<file path="config.mk">
export PLATFORM = sky130hd
export DESIGN_NAME = fpdiv_top
export DESIGN_NICKNAME = d
export VERILOG_FILES = /design/src/rtl/fpdiv_pkg.sv /design/src/rtl/fpdiv_unpack.sv /design/src/rtl/fpdiv_rmsel.sv /design/src/rtl/fpdiv_iter.sv /design/src/rtl/fpdiv_round.sv /design/src/rtl/fpdiv_top.sv
export SDC_FILE = /design/constraint.sdc
export NUM_CORES = 1
export LEC_CHECK = 0
export ABC_AREA = 1
export ABC_CLOCK_PERIOD_IN_PS = 20400
export BUFFER_PORTS_ARGS = -buffer_cell sky130_fd_sc_hd__buf_2
export CAP_MARGIN = 20
export CORE_MARGIN = 2
export CORE_UTILIZATION = 35
export DETAILED_ROUTE_END_ITERATION = 10
export HOLD_SLACK_MARGIN = 0.06
export SYNTH_ARGS = -nofsm -noshare
export SYNTH_HDL_FRONTEND = slang
export SYNTH_SLANG_ARGS = --single-unit
export TNS_END_PERCENT = 20
</file>
<file path="constraint.sdc">
create_clock -name clk -period 20.4 [get_ports clk]
set_clock_uncertainty 0.2 [all_clocks]
set_input_delay 2.04 -clock clk [delete_from_list [all_inputs] [get_ports clk]]
set_output_delay 2.04 -clock clk [all_outputs]
set_load 0.02 [all_outputs]
</file>
<file path="src/rtl/fpdiv_pkg.sv">
// Package: shared constants and types for the single-precision divider.
// Assumes IEEE-754 binary32 layout (1 sign, 8 exponent, 23 fraction bits).
package fpdiv_pkg;
    localparam int FP_W    = 32;
    localparam int EXP_W   = 8;
    localparam int FRAC_W  = 23;
    localparam int MANT_W  = FRAC_W + 1;
    localparam int BIAS    = 127;
    localparam int QUO_W   = MANT_W + 2;           // quotient bits incl. normalise + guard
    localparam int EXP_IW  = EXP_W + 3;            // signed internal exponent width
    localparam int CNT_W   = $clog2(QUO_W + 1);
    localparam int LZ_W    = $clog2(MANT_W + 1);
    localparam int NFLAGS  = 6;

    localparam int FL_IE = 0;
    localparam int FL_DE = 1;
    localparam int FL_ZE = 2;
    localparam int FL_OE = 3;
    localparam int FL_UE = 4;
    localparam int FL_PE = 5;

    localparam logic [FP_W-1:0] DEFAULT_QNAN = 32'hFFC0_0000;
    localparam logic [FP_W-1:0] QUIET_BIT    = 32'h0040_0000;

    typedef enum logic [1:0] {
        RM_NEAR = 2'b00,
        RM_DOWN = 2'b01,
        RM_UP   = 2'b10,
        RM_ZERO = 2'b11
    } rmode_e;

    typedef struct packed {
        logic                     sign;
        logic signed [EXP_IW-1:0] exp;   // unbiased exponent of normalised mantissa
        logic [MANT_W-1:0]        mant;  // 1.xxx form, top bit set when finite nonzero
        logic                     is_zero;
        logic                     is_inf;
        logic                     is_nan;
        logic                     is_snan;
        logic                     is_sub;
    } opnd_t;
endpackage

</file>
<file path="src/rtl/fpdiv_unpack.sv">
// Module: classifies one binary32 operand and produces a normalised mantissa
// and unbiased exponent. Subnormal inputs are left-shifted so the mantissa's
// top bit is set. Purely combinational.
module fpdiv_unpack
    import fpdiv_pkg::*;
(
    input  logic [FP_W-1:0] raw,
    output opnd_t           op
);
    logic [EXP_W-1:0]  ef;
    logic [FRAC_W-1:0] fr;
    logic [MANT_W-1:0] padded;
    logic [LZ_W-1:0]   lz;
    logic              found;

    // Count leading zeros of the zero-extended fraction (subnormal normalisation).
    always_comb begin
        ef     = raw[FP_W-2 -: EXP_W];
        fr     = raw[FRAC_W-1:0];
        padded = {1'b0, fr};
        lz     = '0;
        found  = 1'b0;
        for (int i = MANT_W - 1; i >= 0; i--) begin
            if (!found) begin
                if (padded[i]) found = 1'b1;
                else           lz    = lz + 1'b1;
            end
        end
    end

    // Classify and build the normalised operand record.
    always_comb begin
        op.sign    = raw[FP_W-1];
        op.is_zero = (ef == '0) && (fr == '0);
        op.is_sub  = (ef == '0) && (fr != '0);
        op.is_inf  = (ef == '1) && (fr == '0);
        op.is_nan  = (ef == '1) && (fr != '0);
        op.is_snan = op.is_nan && !fr[FRAC_W-1];
        if (op.is_sub) begin
            op.mant = padded << lz;
            op.exp  = $signed(EXP_IW'(1 - BIAS)) - $signed({{(EXP_IW-LZ_W){1'b0}}, lz});
        end else begin
            op.mant = {1'b1, fr};
            op.exp  = $signed({{(EXP_IW-EXP_W){1'b0}}, ef}) - $signed(EXP_IW'(BIAS));
        end
    end
endmodule

</file>
<file path="src/rtl/fpdiv_rmsel.sv">
// Module: picks the rounding direction for one operation. The per-operation
// field wins only when requested and the divisor is a register operand.
module fpdiv_rmsel
    import fpdiv_pkg::*;
(
    input  logic       divisor_is_reg,
    input  logic       ovr_en,
    input  logic [1:0] ovr_rnd,
    input  logic [1:0] glb_rnd,
    output rmode_e     rm
);
    // Select between the override field and the global field.
    always_comb begin
        if (ovr_en && divisor_is_reg) rm = rmode_e'(ovr_rnd);
        else                          rm = rmode_e'(glb_rnd);
    end
endmodule

</file>
<file path="src/rtl/fpdiv_iter.sv">
// Module: radix-2 restoring mantissa divider, one quotient bit per cycle.
// Assumes the divisor mantissa has its top bit set (normalised, nonzero).
// After 'load', QUO_W iterations run; 'last' marks the final iteration and the
// quotient/remainder are valid from the following cycle.
module fpdiv_iter
    import fpdiv_pkg::*;
(
    input  logic              clk,
    input  logic              rst_n,
    input  logic              load,
    input  logic [MANT_W-1:0] dividend,
    input  logic [MANT_W-1:0] divisor,
    output logic [QUO_W-1:0]  q,
    output logic              rem_nz,
    output logic              last
);
    logic [QUO_W-1:0]  rem;
    logic [MANT_W-1:0] div_q;
    logic [CNT_W-1:0]  cnt;
    logic              active;
    logic [QUO_W-1:0]  div_ext;

    assign div_ext = {{(QUO_W-MANT_W){1'b0}}, div_q};
    assign rem_nz  = |rem;
    assign last    = active && (cnt == CNT_W'(QUO_W - 1));

    // Shift-subtract iteration with restoring compare.
    always_ff @(posedge clk) begin
        if (!rst_n) begin
            rem    <= '0;
            div_q  <= '0;
            q      <= '0;
            cnt    <= '0;
            active <= 1'b0;
        end else if (load) begin
            rem    <= {{(QUO_W-MANT_W){1'b0}}, dividend};
            div_q  <= divisor;
            q      <= '0;
            cnt    <= '0;
            active <= 1'b1;
        end else if (active) begin
            if (rem >= div_ext) begin
                q   <= {q[QUO_W-2:0], 1'b1};
                rem <= (rem - div_ext) << 1;
            end else begin
                q   <= {q[QUO_W-2:0], 1'b0};
                rem <= rem << 1;
            end
            cnt <= cnt + 1'b1;
            if (last) active <= 1'b0;
        end
    end

    // the partial remainder never reaches twice the divisor while iterating.
    p_rem_bound_r1: assert property (@(posedge clk) disable iff (!rst_n)
        active |-> (rem < {div_ext[QUO_W-2:0], 1'b0}));
endmodule

</file>
<file path="src/rtl/fpdiv_round.sv">
// Module: rounds a normalised 24-bit significand with guard and sticky bits to
// binary32. Handles denormalisation of tiny results before rounding and
// saturation on overflow. Purely combinational.
module fpdiv_round
    import fpdiv_pkg::*;
(
    input  logic                     sign,
    input  logic signed [EXP_IW-1:0] be,     // biased exponent before rounding
    input  logic [MANT_W-1:0]        sig,
    input  logic                     guard,
    input  logic                     sticky,
    input  rmode_e                   rm,
    output logic [FP_W-1:0]          res,
    output logic                     of,
    output logic                     uf,
    output logic                     pe
);
    localparam int VW = 2 * MANT_W + 2;                   // shift window
    localparam int SH_MAX = MANT_W + 2;
    localparam logic signed [EXP_IW-1:0] EXP_TOP = EXP_IW'(254);

    logic                     tiny;
    logic signed [EXP_IW-1:0] shv;
    logic [LZ_W-1:0]          sh;
    logic [VW-1:0]            v, sv;
    logic [MANT_W-1:0]        s2;
    logic                     g2, t2, inexact, inc, to_inf;
    logic [MANT_W:0]          sum;
    logic signed [EXP_IW-1:0] eo;

    // Denormalise tiny results, collecting shifted-out bits into sticky.
    always_comb begin
        tiny = be[EXP_IW-1] || (be == '0);
        shv  = EXP_IW'(1) - be;
        sh   = (shv > EXP_IW'(SH_MAX)) ? LZ_W'(SH_MAX) : shv[LZ_W-1:0];
        v    = {sig, guard, {(VW-MANT_W-1){1'b0}}};
        sv   = v >> sh;
        if (tiny) begin
            s2 = sv[VW-1 -: MANT_W];
            g2 = sv[VW-MANT_W-1];
            t2 = sticky || (|sv[VW-MANT_W-2:0]) || ((sv << sh) != v);
        end else begin
            s2 = sig;
            g2 = guard;
            t2 = sticky;
        end
    end

    // Round-increment decision and overflow/packing.
    always_comb begin
        inexact = g2 | t2;
        unique case (rm)
            RM_NEAR: inc = g2 & (t2 | s2[0]);
            RM_DOWN: inc = sign & inexact;
            RM_UP:   inc = ~sign & inexact;
            default: inc = 1'b0;
        endcase
        to_inf = (rm == RM_NEAR) || (rm == RM_UP && !sign) || (rm == RM_DOWN && sign);
        sum    = {1'b0, s2} + {{MANT_W{1'b0}}, inc};
        eo     = be + {{(EXP_IW-1){1'b0}}, sum[MANT_W]};
        of     = 1'b0;
        uf     = 1'b0;
        pe     = inexact;
        if (tiny) begin
            res = {sign, {(EXP_W-1){1'b0}}, sum[MANT_W-1], sum[FRAC_W-1:0]};
            uf  = inexact;
        end else if (eo > EXP_TOP) begin
            of  = 1'b1;
            pe  = 1'b1;
            res = to_inf ? {sign, {EXP_W{1'b1}}, {FRAC_W{1'b0}}}
                         : {sign, {(EXP_W-1){1'b1}}, 1'b0, {FRAC_W{1'b1}}};
        end else if (sum[MANT_W]) begin
            res = {sign, eo[EXP_W-1:0], {FRAC_W{1'b0}}};
        end else begin
            res = {sign, eo[EXP_W-1:0], sum[FRAC_W-1:0]};
        end
    end
endmodule

</file>
<file path="src/rtl/fpdiv_top.sv">
// Module: multi-cycle binary32 divider with per-operation rounding selection.
// Sequence: IDLE -> PREP (classify; special values finish here) -> CALC
// (mantissa iteration) -> FIN (round, deliver). Assumes 'start' is a request
// sampled only in IDLE; outputs hold until the next 'done'.
module fpdiv_top
    import fpdiv_pkg::*;
(
    input  logic              clk,
    input  logic              rst_n,
    input  logic              start,
    input  logic [FP_W-1:0]   op_a,
    input  logic [FP_W-1:0]   op_b,
    input  logic              divisor_is_reg,
    input  logic              ovr_en,
    input  logic [1:0]        ovr_rnd,
    input  logic [1:0]        glb_rnd,
    output logic              busy,
    output logic              done,
    output logic [FP_W-1:0]   quotient,
    output logic [NFLAGS-1:0] flags
);
    typedef enum logic [1:0] {S_IDLE, S_PREP, S_CALC, S_FIN} state_e;

    localparam logic signed [EXP_IW-1:0] BIAS_HI = EXP_IW'(BIAS);
    localparam logic signed [EXP_IW-1:0] BIAS_LO = EXP_IW'(BIAS - 1);

    state_e                   state;
    logic [FP_W-1:0]          raw_q [2];
    opnd_t                    opnd  [2];
    rmode_e                   rm_sel, rm_q;
    logic signed [EXP_IW-1:0] ediff_q;
    logic                     sign_q, den_q;

    logic                     sp_hit;
    logic [FP_W-1:0]          sp_res;
    logic [NFLAGS-1:0]        sp_flags;
    logic                     res_sign, any_den;

    logic [QUO_W-1:0]         iq;
    logic                     irem_nz, ilast, iload;

    logic [MANT_W-1:0]        n_sig;
    logic                     n_g, n_t;
    logic signed [EXP_IW-1:0] n_be;
    logic [FP_W-1:0]          r_res;
    logic                     r_of, r_uf, r_pe;

    // One classifier per operand.
    for (genvar k = 0; k < 2; k++) begin : g_unpack
        fpdiv_unpack u_unpack (.raw(raw_q[k]), .op(opnd[k]));
    end

    fpdiv_rmsel u_rmsel (
        .divisor_is_reg (divisor_is_reg),
        .ovr_en         (ovr_en),
        .ovr_rnd        (ovr_rnd),
        .glb_rnd        (glb_rnd),
        .rm             (rm_sel)
    );

    assign res_sign = opnd[0].sign ^ opnd[1].sign;
    assign any_den  = opnd[0].is_sub | opnd[1].is_sub;

    // Special-value resolution (NaN, invalid, infinities, zeros).
    always_comb begin
        sp_hit   = 1'b1;
        sp_flags = '0;
        sp_flags[FL_DE] = any_den;
        sp_res   = '0;
        if (opnd[0].is_nan || opnd[1].is_nan) begin
            sp_res = (opnd[0].is_nan ? raw_q[0] : raw_q[1]) | QUIET_BIT;
            sp_flags[FL_IE] = opnd[0].is_snan | opnd[1].is_snan;
        end else if ((opnd[0].is_zero && opnd[1].is_zero) ||
                     (opnd[0].is_inf && opnd[1].is_inf)) begin
            sp_res = DEFAULT_QNAN;
            sp_flags[FL_IE] = 1'b1;
        end else if (opnd[0].is_inf) begin
            sp_res = {res_sign, {EXP_W{1'b1}}, {FRAC_W{1'b0}}};
        end else if (opnd[1].is_inf || opnd[0].is_zero) begin
            sp_res = {res_sign, {(FP_W-1){1'b0}}};
        end else if (opnd[1].is_zero) begin
            sp_res = {res_sign, {EXP_W{1'b1}}, {FRAC_W{1'b0}}};
            sp_flags[FL_ZE] = 1'b1;
        end else begin
            sp_hit = 1'b0;
        end
    end

    assign iload = (state == S_PREP) && !sp_hit;

    fpdiv_iter u_iter (
        .clk      (clk),
        .rst_n    (rst_n),
        .load     (iload),
        .dividend (opnd[0].mant),
        .divisor  (opnd[1].mant),
        .q        (iq),
        .rem_nz   (irem_nz),
        .last     (ilast)
    );

    // Normalise the raw quotient to 24 bits plus guard and sticky.
    always_comb begin
        if (iq[QUO_W-1]) begin
            n_sig = iq[QUO_W-1 -: MANT_W];
            n_g   = iq[1];
            n_t   = iq[0] | irem_nz;
            n_be  = ediff_q + BIAS_HI;
        end else begin
            n_sig = iq[QUO_W-2 -: MANT_W];
            n_g   = iq[0];
            n_t   = irem_nz;
            n_be  = ediff_q + BIAS_LO;
        end
    end

    fpdiv_round u_round (
        .sign   (sign_q),
        .be     (n_be),
        .sig    (n_sig),
        .guard  (n_g),
        .sticky (n_t),
        .rm     (rm_q),
        .res    (r_res),
        .of     (r_of),
        .uf     (r_uf),
        .pe     (r_pe)
    );

    assign busy = (state != S_IDLE);

    // Control sequence, operand capture and result registers.
    always_ff @(posedge clk) begin
        if (!rst_n) begin
            state    <= S_IDLE;
            raw_q[0] <= '0;
            raw_q[1] <= '0;
            rm_q     <= RM_NEAR;
            ediff_q  <= '0;
            sign_q   <= 1'b0;
            den_q    <= 1'b0;
            done     <= 1'b0;
            quotient <= '0;
            flags    <= '0;
        end else begin
            done <= 1'b0;
            unique case (state)
                S_IDLE: if (start) begin
                    raw_q[0] <= op_a;
                    raw_q[1] <= op_b;
                    rm_q     <= rm_sel;
                    state    <= S_PREP;
                end
                S_PREP: begin
                    if (sp_hit) begin
                        quotient <= sp_res;
                        flags    <= sp_flags;
                        done     <= 1'b1;
                        state    <= S_IDLE;
                    end else begin
                        ediff_q <= opnd[0].exp - opnd[1].exp;
                        sign_q  <= res_sign;
                        den_q   <= any_den;
                        state   <= S_CALC;
                    end
                end
                S_CALC: if (ilast) state <= S_FIN;
                default: begin
                    quotient <= r_res;
                    flags    <= '0;
                    flags[FL_DE] <= den_q;
                    flags[FL_OE] <= r_of;
                    flags[FL_UE] <= r_uf;
                    flags[FL_PE] <= r_pe;
                    done     <= 1'b1;
                    state    <= S_IDLE;
                end
            endcase
        end
    end

    // done lasts exactly one cycle.
    p_done_pulse_r11: assert property (@(posedge clk) disable iff (!rst_n)
        done |=> !done);
    // busy is low whenever a result is delivered.
    p_done_not_busy_r11: assert property (@(posedge clk) disable iff (!rst_n)
        done |-> !busy);
    // an accepted start makes the block busy on the next cycle.
    p_start_busy_r11: assert property (@(posedge clk) disable iff (!rst_n)
        (start && !busy) |=> busy);
    // outputs change only together with done.
    p_hold_result_r11: assert property (@(posedge clk) disable iff (!rst_n)
        ($past(rst_n) && !done) |-> ($stable(quotient) && $stable(flags)));
    // divide-by-zero always comes with an infinite result.
    p_dz_inf_r6: assert property (@(posedge clk) disable iff (!rst_n)
        (done && flags[FL_ZE]) |-> (quotient[FP_W-2:0] == {{EXP_W{1'b1}}, {FRAC_W{1'b0}}}));
    // overflow is always reported with precision.
    p_of_pe_r8: assert property (@(posedge clk) disable iff (!rst_n)
        (done && flags[FL_OE]) |-> flags[FL_PE]);
    // underflow is only reported for inexact results.
    p_uf_pe_r9: assert property (@(posedge clk) disable iff (!rst_n)
        (done && flags[FL_UE]) |-> flags[FL_PE]);
endmodule

</file>
# After elaboration in Yosys (flattened, before gate mapping)
# Memories as Yosys holds them, arrays and structs flattened.
# Cells that the tools add are included.
dict set report totals {
  mem_bits_ro 0
  latchBits 0
  n_memories 1
  ram_bits 64
  ff_bits 138
  input_bits 73
  out_inout_bits 40
}
dict set report op_classes {
  n_addsub 56
  order_cmp 3
  n_bitwise 15
  n_shift 4
  n_eq_ne 11
  muxes 238
  mul 0
  reduce_logical 48
  div_mod_pow 0
}
# memory depth width rd rd_clocked_by_memory_dff wr line_no
set mem_list {}
lappend mem_list {raw_q 2 32 2 0 2 fpdiv_top.sv:28} ;# logic [FP_W-1:0] raw_q [2];
# op n
set ops {}
lappend ops {{5-bit two-way mux} 89}
lappend ops {{32-bit two-way mux} 9}
lappend ops {{5-bit by 1-bit adder with 5-bit output (second input constant)} 45}
lappend ops {{24-bit two-way mux} 5}
lappend ops {{1-bit two-way mux} 116}
lappend ops {{35-bit two-way mux} 2}
lappend ops {{32-bit case mux with 2 select lines} 1}
lappend ops {{31-bit two-way mux} 2}
lappend ops {{50-bit inequality test} 1}
lappend ops {{50-bit by 5-bit left shift with 50-bit output} 1}
lappend ops {{50-bit by 5-bit >> shifter with 50-bit output} 1}
lappend ops {{23-bit by 5-bit left shift with 24-bit output} 2}
lappend ops {{23-bit zero test} 2}
lappend ops {{23-bit nonzero test} 2}
lappend ops {{26-bit by 24-bit >= comparator with 1-bit output} 1}
lappend ops {{26-bit two-way mux} 1}
lappend ops {{26-bit OR reduction} 1}
lappend ops {{24-bit by 1-bit adder with 25-bit output} 1}
lappend ops {{25-bit OR reduction} 1}
lappend ops {{25-bit by 24-bit subtractor with 25-bit output} 1}
lappend ops {{23-bit two-way mux} 1}
lappend ops {{11-bit by 8-bit adder with 11-bit output (second input constant)} 2}
lappend ops {{8-bit by 6-bit subtractor with 9-bit output (first input constant)} 2}
lappend ops {{8-bit by 7-bit subtractor with 9-bit output (second input constant)} 2}
lappend ops {{30 further kinds} 84}

# Depth between registers and ports, before layout
# An unclocked memory read counts as a cell.
dict set report logic_depth {
  ltp_word 71
  depth_mapped 81
}

# Hierarchy
# Synthesis repeated with hierarchy kept, for this count alone.
dict set report unflattened {
  hier_cells 4189
  hier_area_um2 24259.5
}
# module cells_per_inst seq_area_each_um2 instances area_per_inst_um2
set by_module_without_submodules {}
lappend by_module_without_submodules {fpdiv_unpack 777 0.0 2 3922.5}
lappend by_module_without_submodules {fpdiv_top 816 3042.9 1 6304.8}
lappend by_module_without_submodules {fpdiv_iter 844 1641.6 1 5315.1}
lappend by_module_without_submodules {fpdiv_round 968 0.0 1 4765.8}
lappend by_module_without_submodules {fpdiv_rmsel 7 0.0 1 28.8}

# Worst setup path before layout
# No wires, ideal clock.
dict set report synth_path {
  kind {register to register}
  from {mem raw_q[1][21], in the netlist raw_q[0][53]}
  to {reg ediff_q[9]}
  period_less_slack_ns 10.452
  path_buffers 1
  arrival_ns 10.116
  stages_incl_launch_ff 72
  slack_ns 9.948
  cell_sequence {edfxtp_1 > nor2_4 > nand2_2 > o22ai_1 > inv_2 > nand2_1 > inv_1 > ha_1 > a21oi_1 > o21ai_1 > ha_1 > nand3_1 > nand2_1 > inv_1 > o21ai_0 > ha_1 > inv_1 > nand2_1 > [... 36 more ...] > ha_1 > or2_4 > nand2_8 > inv_2 > buf_6 > ha_1 > o21ai_0 > inv_1 > ha_1 > nand2_1 > o21ai_0 > a21oi_1 > o21bai_1 > nand3_1 > a21boi_0 > nor3_1 > o211ai_1 > o22ai_1}
}
# item line_no
set synth_lines {}
lappend synth_lines {{start, declared} fpdiv_top.sv:28}
lappend synth_lines {{end signal, assigned} fpdiv_top.sv:161} ;# ediff_q <= opnd[0].exp - opnd[1].exp;
lappend synth_lines {{end, declared} fpdiv_top.sv:31} ;# logic signed [EXP_IW-1:0] ediff_q;

==> out/qor.csv <==
stage;metric;value;unit
placement;Post-DP HPWL;62170;um
global_routing;global route overflow;0;
pwr;pwr/cell area;109.7;mW/mm^2
synthesis;EDFF count, synth;64;
routing;DRC violations left;0;
clocking;CTS clock-pin slew for the worst setup and hold paths;0.06;ns
synthesis;Synth Area in XOR/XNOR;0.03119;
cells_and_area;area growth from synthesis to layout;7.008;%
sta;Max Slew Vio Count;0;
setup_path;Worst Path Max Fanout;21;
routing;met2 wire length;33270;um
sta;measured slew at the worst slew-check pin;1.208;ns
pwr;Static Leak;11.36;nW
worst_hold_path;Worst Min Path Start;quotient[23];
floorplanning;die height;257.3;um
placement;Port Buffers;112;
global_routing;largest net degree at the start of global routing;67;
setup_path;CP Launch Type;flop;
floorplanning;core area;0.06331;mm^2
global_routing;antenna violations before repair;4;
setup_path;Worst R2R Path Depth;71;
synthesis;count leader, synth;nand2_1;
pwr;switching share of power;0.5302;
pwr;internal power;1.238;mW
worst_hold_path;hold path depth;2;
synthesis;YS warnings;0;
floorplanning;die outline width;257.3;um
setup_path;CP peak stage delay;0.52;ns
sta;crit path time final;11.83;ns
synthesis;Synth top area share;0.1718;
synthesis;Simple-Gate Fraction of Synth Area;0.4151;
synthesis;Synth Area in Compound Gates;0.1631;
synthesis;leading area contributor after synthesis;nand2_1;
global_routing;vias in the first global route;22110;
synthesis;Cells after Synth;3738;
clocking;clk buf depth;3;
synthesis;Top FF cell, synth;dfxtp_1;
routing;First-pass DRT Iterations;6;
sta;setup_tns;0;ns
placement;Area after DPL;0.02319;mm^2
cells_and_area;design area;0.02404;mm^2
setup_path;kind of cell adding the most delay to the critical path;adder cells;
pwr;clock share of power;0.174;
clocking;Clock Latency Late Sink;0.56;ns
floorplanning;die area;0.06622;mm^2
clocking;number of buffers created by CTS;26;
routing;antenna-violating nets left;0;
setup_path;CP bufs+invs;9;
sta;final setup fails;0;
synthesis;mapped cell area;0.02246;mm^2
clocking;setup bufs post-CTS;0;
routing;Routed WL;80640;um
clocking;CTS tree;built;
floorplanning;# rows;92;
setup_path;reg2reg start;raw_q[0][53];
clocking;hold buffers post-CTS;0;
clocking;CTS Root Cell;clkbuf_16;
cells_and_area;Final Core Density;0.3796;
sta;unrepaired setup endpoints after global routing;no;
floorplanning;Initial Util;0.3548;
synthesis;async set or reset register ratio after synthesis;0;
floorplanning;Ports;113;
pwr;worst vdd ir;0.06586;mV
cells_and_area;fillcell total;7132;
setup_path;CP required;20.62;ns
routing;Initial DRC Count;2519;
synthesis;register area share after synthesis;0.2086;
setup_path;CP Class;reg -> reg;
synthesis;main combinational cell family by area after synthesis;simple AND/OR/NAND/NOR gates;
cells_and_area;# nets final;3899;
pwr;Reg power frac;0.194;
pwr;Combinational Power Share;0.632;
worst_hold_path;Hold Path Class;reg -> reg;
job;Max Cap Viol;0;
routing;Via-to-Cell Ratio;5.295;
routing;drt wl/cell;17.53;um
sta;Max Freq;84.54;MHz
routing;Top Metal Used;met4;
synthesis;commonest cells in the netlist;nand2_1 (1028), nand3_1 (475), inv_1 (432);
status;status;complete, no violations;
sta;Slew headroom;0.1861;
sta;worst hold slack;0.2541;ns
clocking;cts repair resizes;0;
setup_path;crit end category;flop;
pwr;switching component of the power;1.398;mW
cells_and_area;final std cells w/o fill;4600;
global_routing;GR Util All Layers;0.2359;
synthesis;Yosys reg bits;202;
setup_path;Arrival @ worst endpoint;12.05;ns
routing;via count;24360;
synthesis;Post-Synth Adder-Cell Area;0.05136;
placement;DP Cell Count;4553;
setup_path;worst r2r dst;ediff_q[9];
setup_path;critical path's slowest cell;inv_2;
synthesis;largest cells by area after synthesis;nand2_1 (17%), dfxtp_1 (12%), nand3_1 (11%);
synthesis;Syn Area/Cell;6.009;um^2
cells_and_area;share of cells above drive strength 1;0.09752;
sta;Final Cycle Share;0.5798;
global_routing;global-route wire length before repair;125200;um
routing;met3 wire length;6768;um
routing;M1 WL;38230;um
placement;RePlAce Congestion;1.008;
setup_path;Reg2Reg Setup Slack;8.57;ns
synthesis;Post-Syn Nets;3902;
sta;Hold Vio Cnt, Final;0;
synthesis;mux contribution to synthesized area;0.001393;
clocking;H-tree depth;1;
clocking;clock sink total;202;
setup_path;most frequent CP cell;nand2_1;
worst_hold_path;WHS Endpoint;quotient[23];
synthesis;Distinct cells, synth;71;
## area by class of cell
class	instances	area [um^2]	area share
Inverter	475	1813	0.07543
Timing Repair Buffer	135	733.2	0.03050
Antenna cell	1	2.502	0.0001041
Clock buffer	37	774.5	0.03222
Multi-Input combinational cell	2895	14900	0.6201
Clock inverter	9	63.81	0.002655
Sequential cell	202	4686	0.1949
Tap cell	846	1059	0.04404
## power by group through the flow
stage	combinational, mW	sequential, mW	clock, mW
after floorplan	1.29	0.499	0
after global placement	1.63	0.518	0
after detailed placement	1.63	0.517	0
after CTS	1.63	0.510	0.469
after global routing	1.87	0.516	0.486
final	1.67	0.511	0.459
## per-stage QoR
| step | power (mW) | setup slack, ns |
|---|---|---|
| global route | 2.874 | 7.574 |
| CTS | 2.612 | 8.714 |
| detailed placement | 2.143 | 8.767 |
| finish | 2.636 | 8.571 |
| global placement | 2.146 | 8.953 |
| floorplan | 1.790 | 9.948 |
## tightest hold or removal path, cell delays in order (launching register included)
cell and delay [ns]:
dfxtp_1 0.31, nand2_1 0.06, nand2_1 0.05
## layer usage
metal,up-vias,GRT usage
li1,12280,-
met1,11140,0.3416
met2,829,0.3519
met3,112,0.04797
met4,0,0.06423
met5,-,0
## kinds of logic (layout without fill, tap and decap cells)
| group | count (synthesis) | after routing |
|---|---|---|
| DFF | 202 | 202 |
| buffers and inverters | 641 | 656 |
| adders and majority gates | 91 | 91 |
| muxes | 3 | 3 |
| xor gates and xnor gates | 80 | 80 |
| other | 0 | 1 |
| and+or+nand+nor | 2072 | 2072 |
| AOI/OAI and AO/OA | 649 | 649 |
## placed cells by master, fill, tap and decap left out, drive strengths merged, types with 2 or more instances in the layout
cell / instances
and3: 2
o31ai: 6
ha: 89
edfxtp: 64
a31oi: 12
dfxtp: 138
buf: 135
or2: 17
o21ai: 323
a21oi: 179
or4: 2
clkinv: 8
nand3: 486
xor2: 48
nor2: 377
and2: 2
fa: 2
a211oi: 34
nand2: 1075
mux2i: 2
a22oi: 7
a21boi: 21
o22ai: 27
nor4: 16
inv: 476
o21a: 5
a41oi: 3
nand4: 44
o21bai: 3
nor3: 30
nand3b: 21
o211ai: 19
clkbuf: 37
a21o: 4
xnor2: 32
## worst max path at each step
stage               slack (ns)         end          from  depth (start not counted)
floorplan                 9.95  ediff_q[9]  raw_q[0][53]                         71
global route              7.57  ediff_q[9]  raw_q[0][53]                         71
detailed placement        8.77  ediff_q[9]  raw_q[0][53]                         71
finish                    8.57  ediff_q[9]  raw_q[0][53]                         71
global placement          8.95  ediff_q[9]  raw_q[0][54]                         71
CTS                       8.71  ediff_q[9]  raw_q[0][53]                         71
## flip-flops by register name (all words and copies together), names as in the netlist
name / count
raw_q: 64
quotient: 32
u_iter.q: 26
u_iter.rem: 26
u_iter.div_q: 24
ediff_q: 11
flags: 6
u_iter.cnt: 5
rm_q: 2
state: 2
den_q: 1
done: 1
sign_q: 1
u_iter.active: 1
Note: power is estimated with default switching activity, not from simulation.
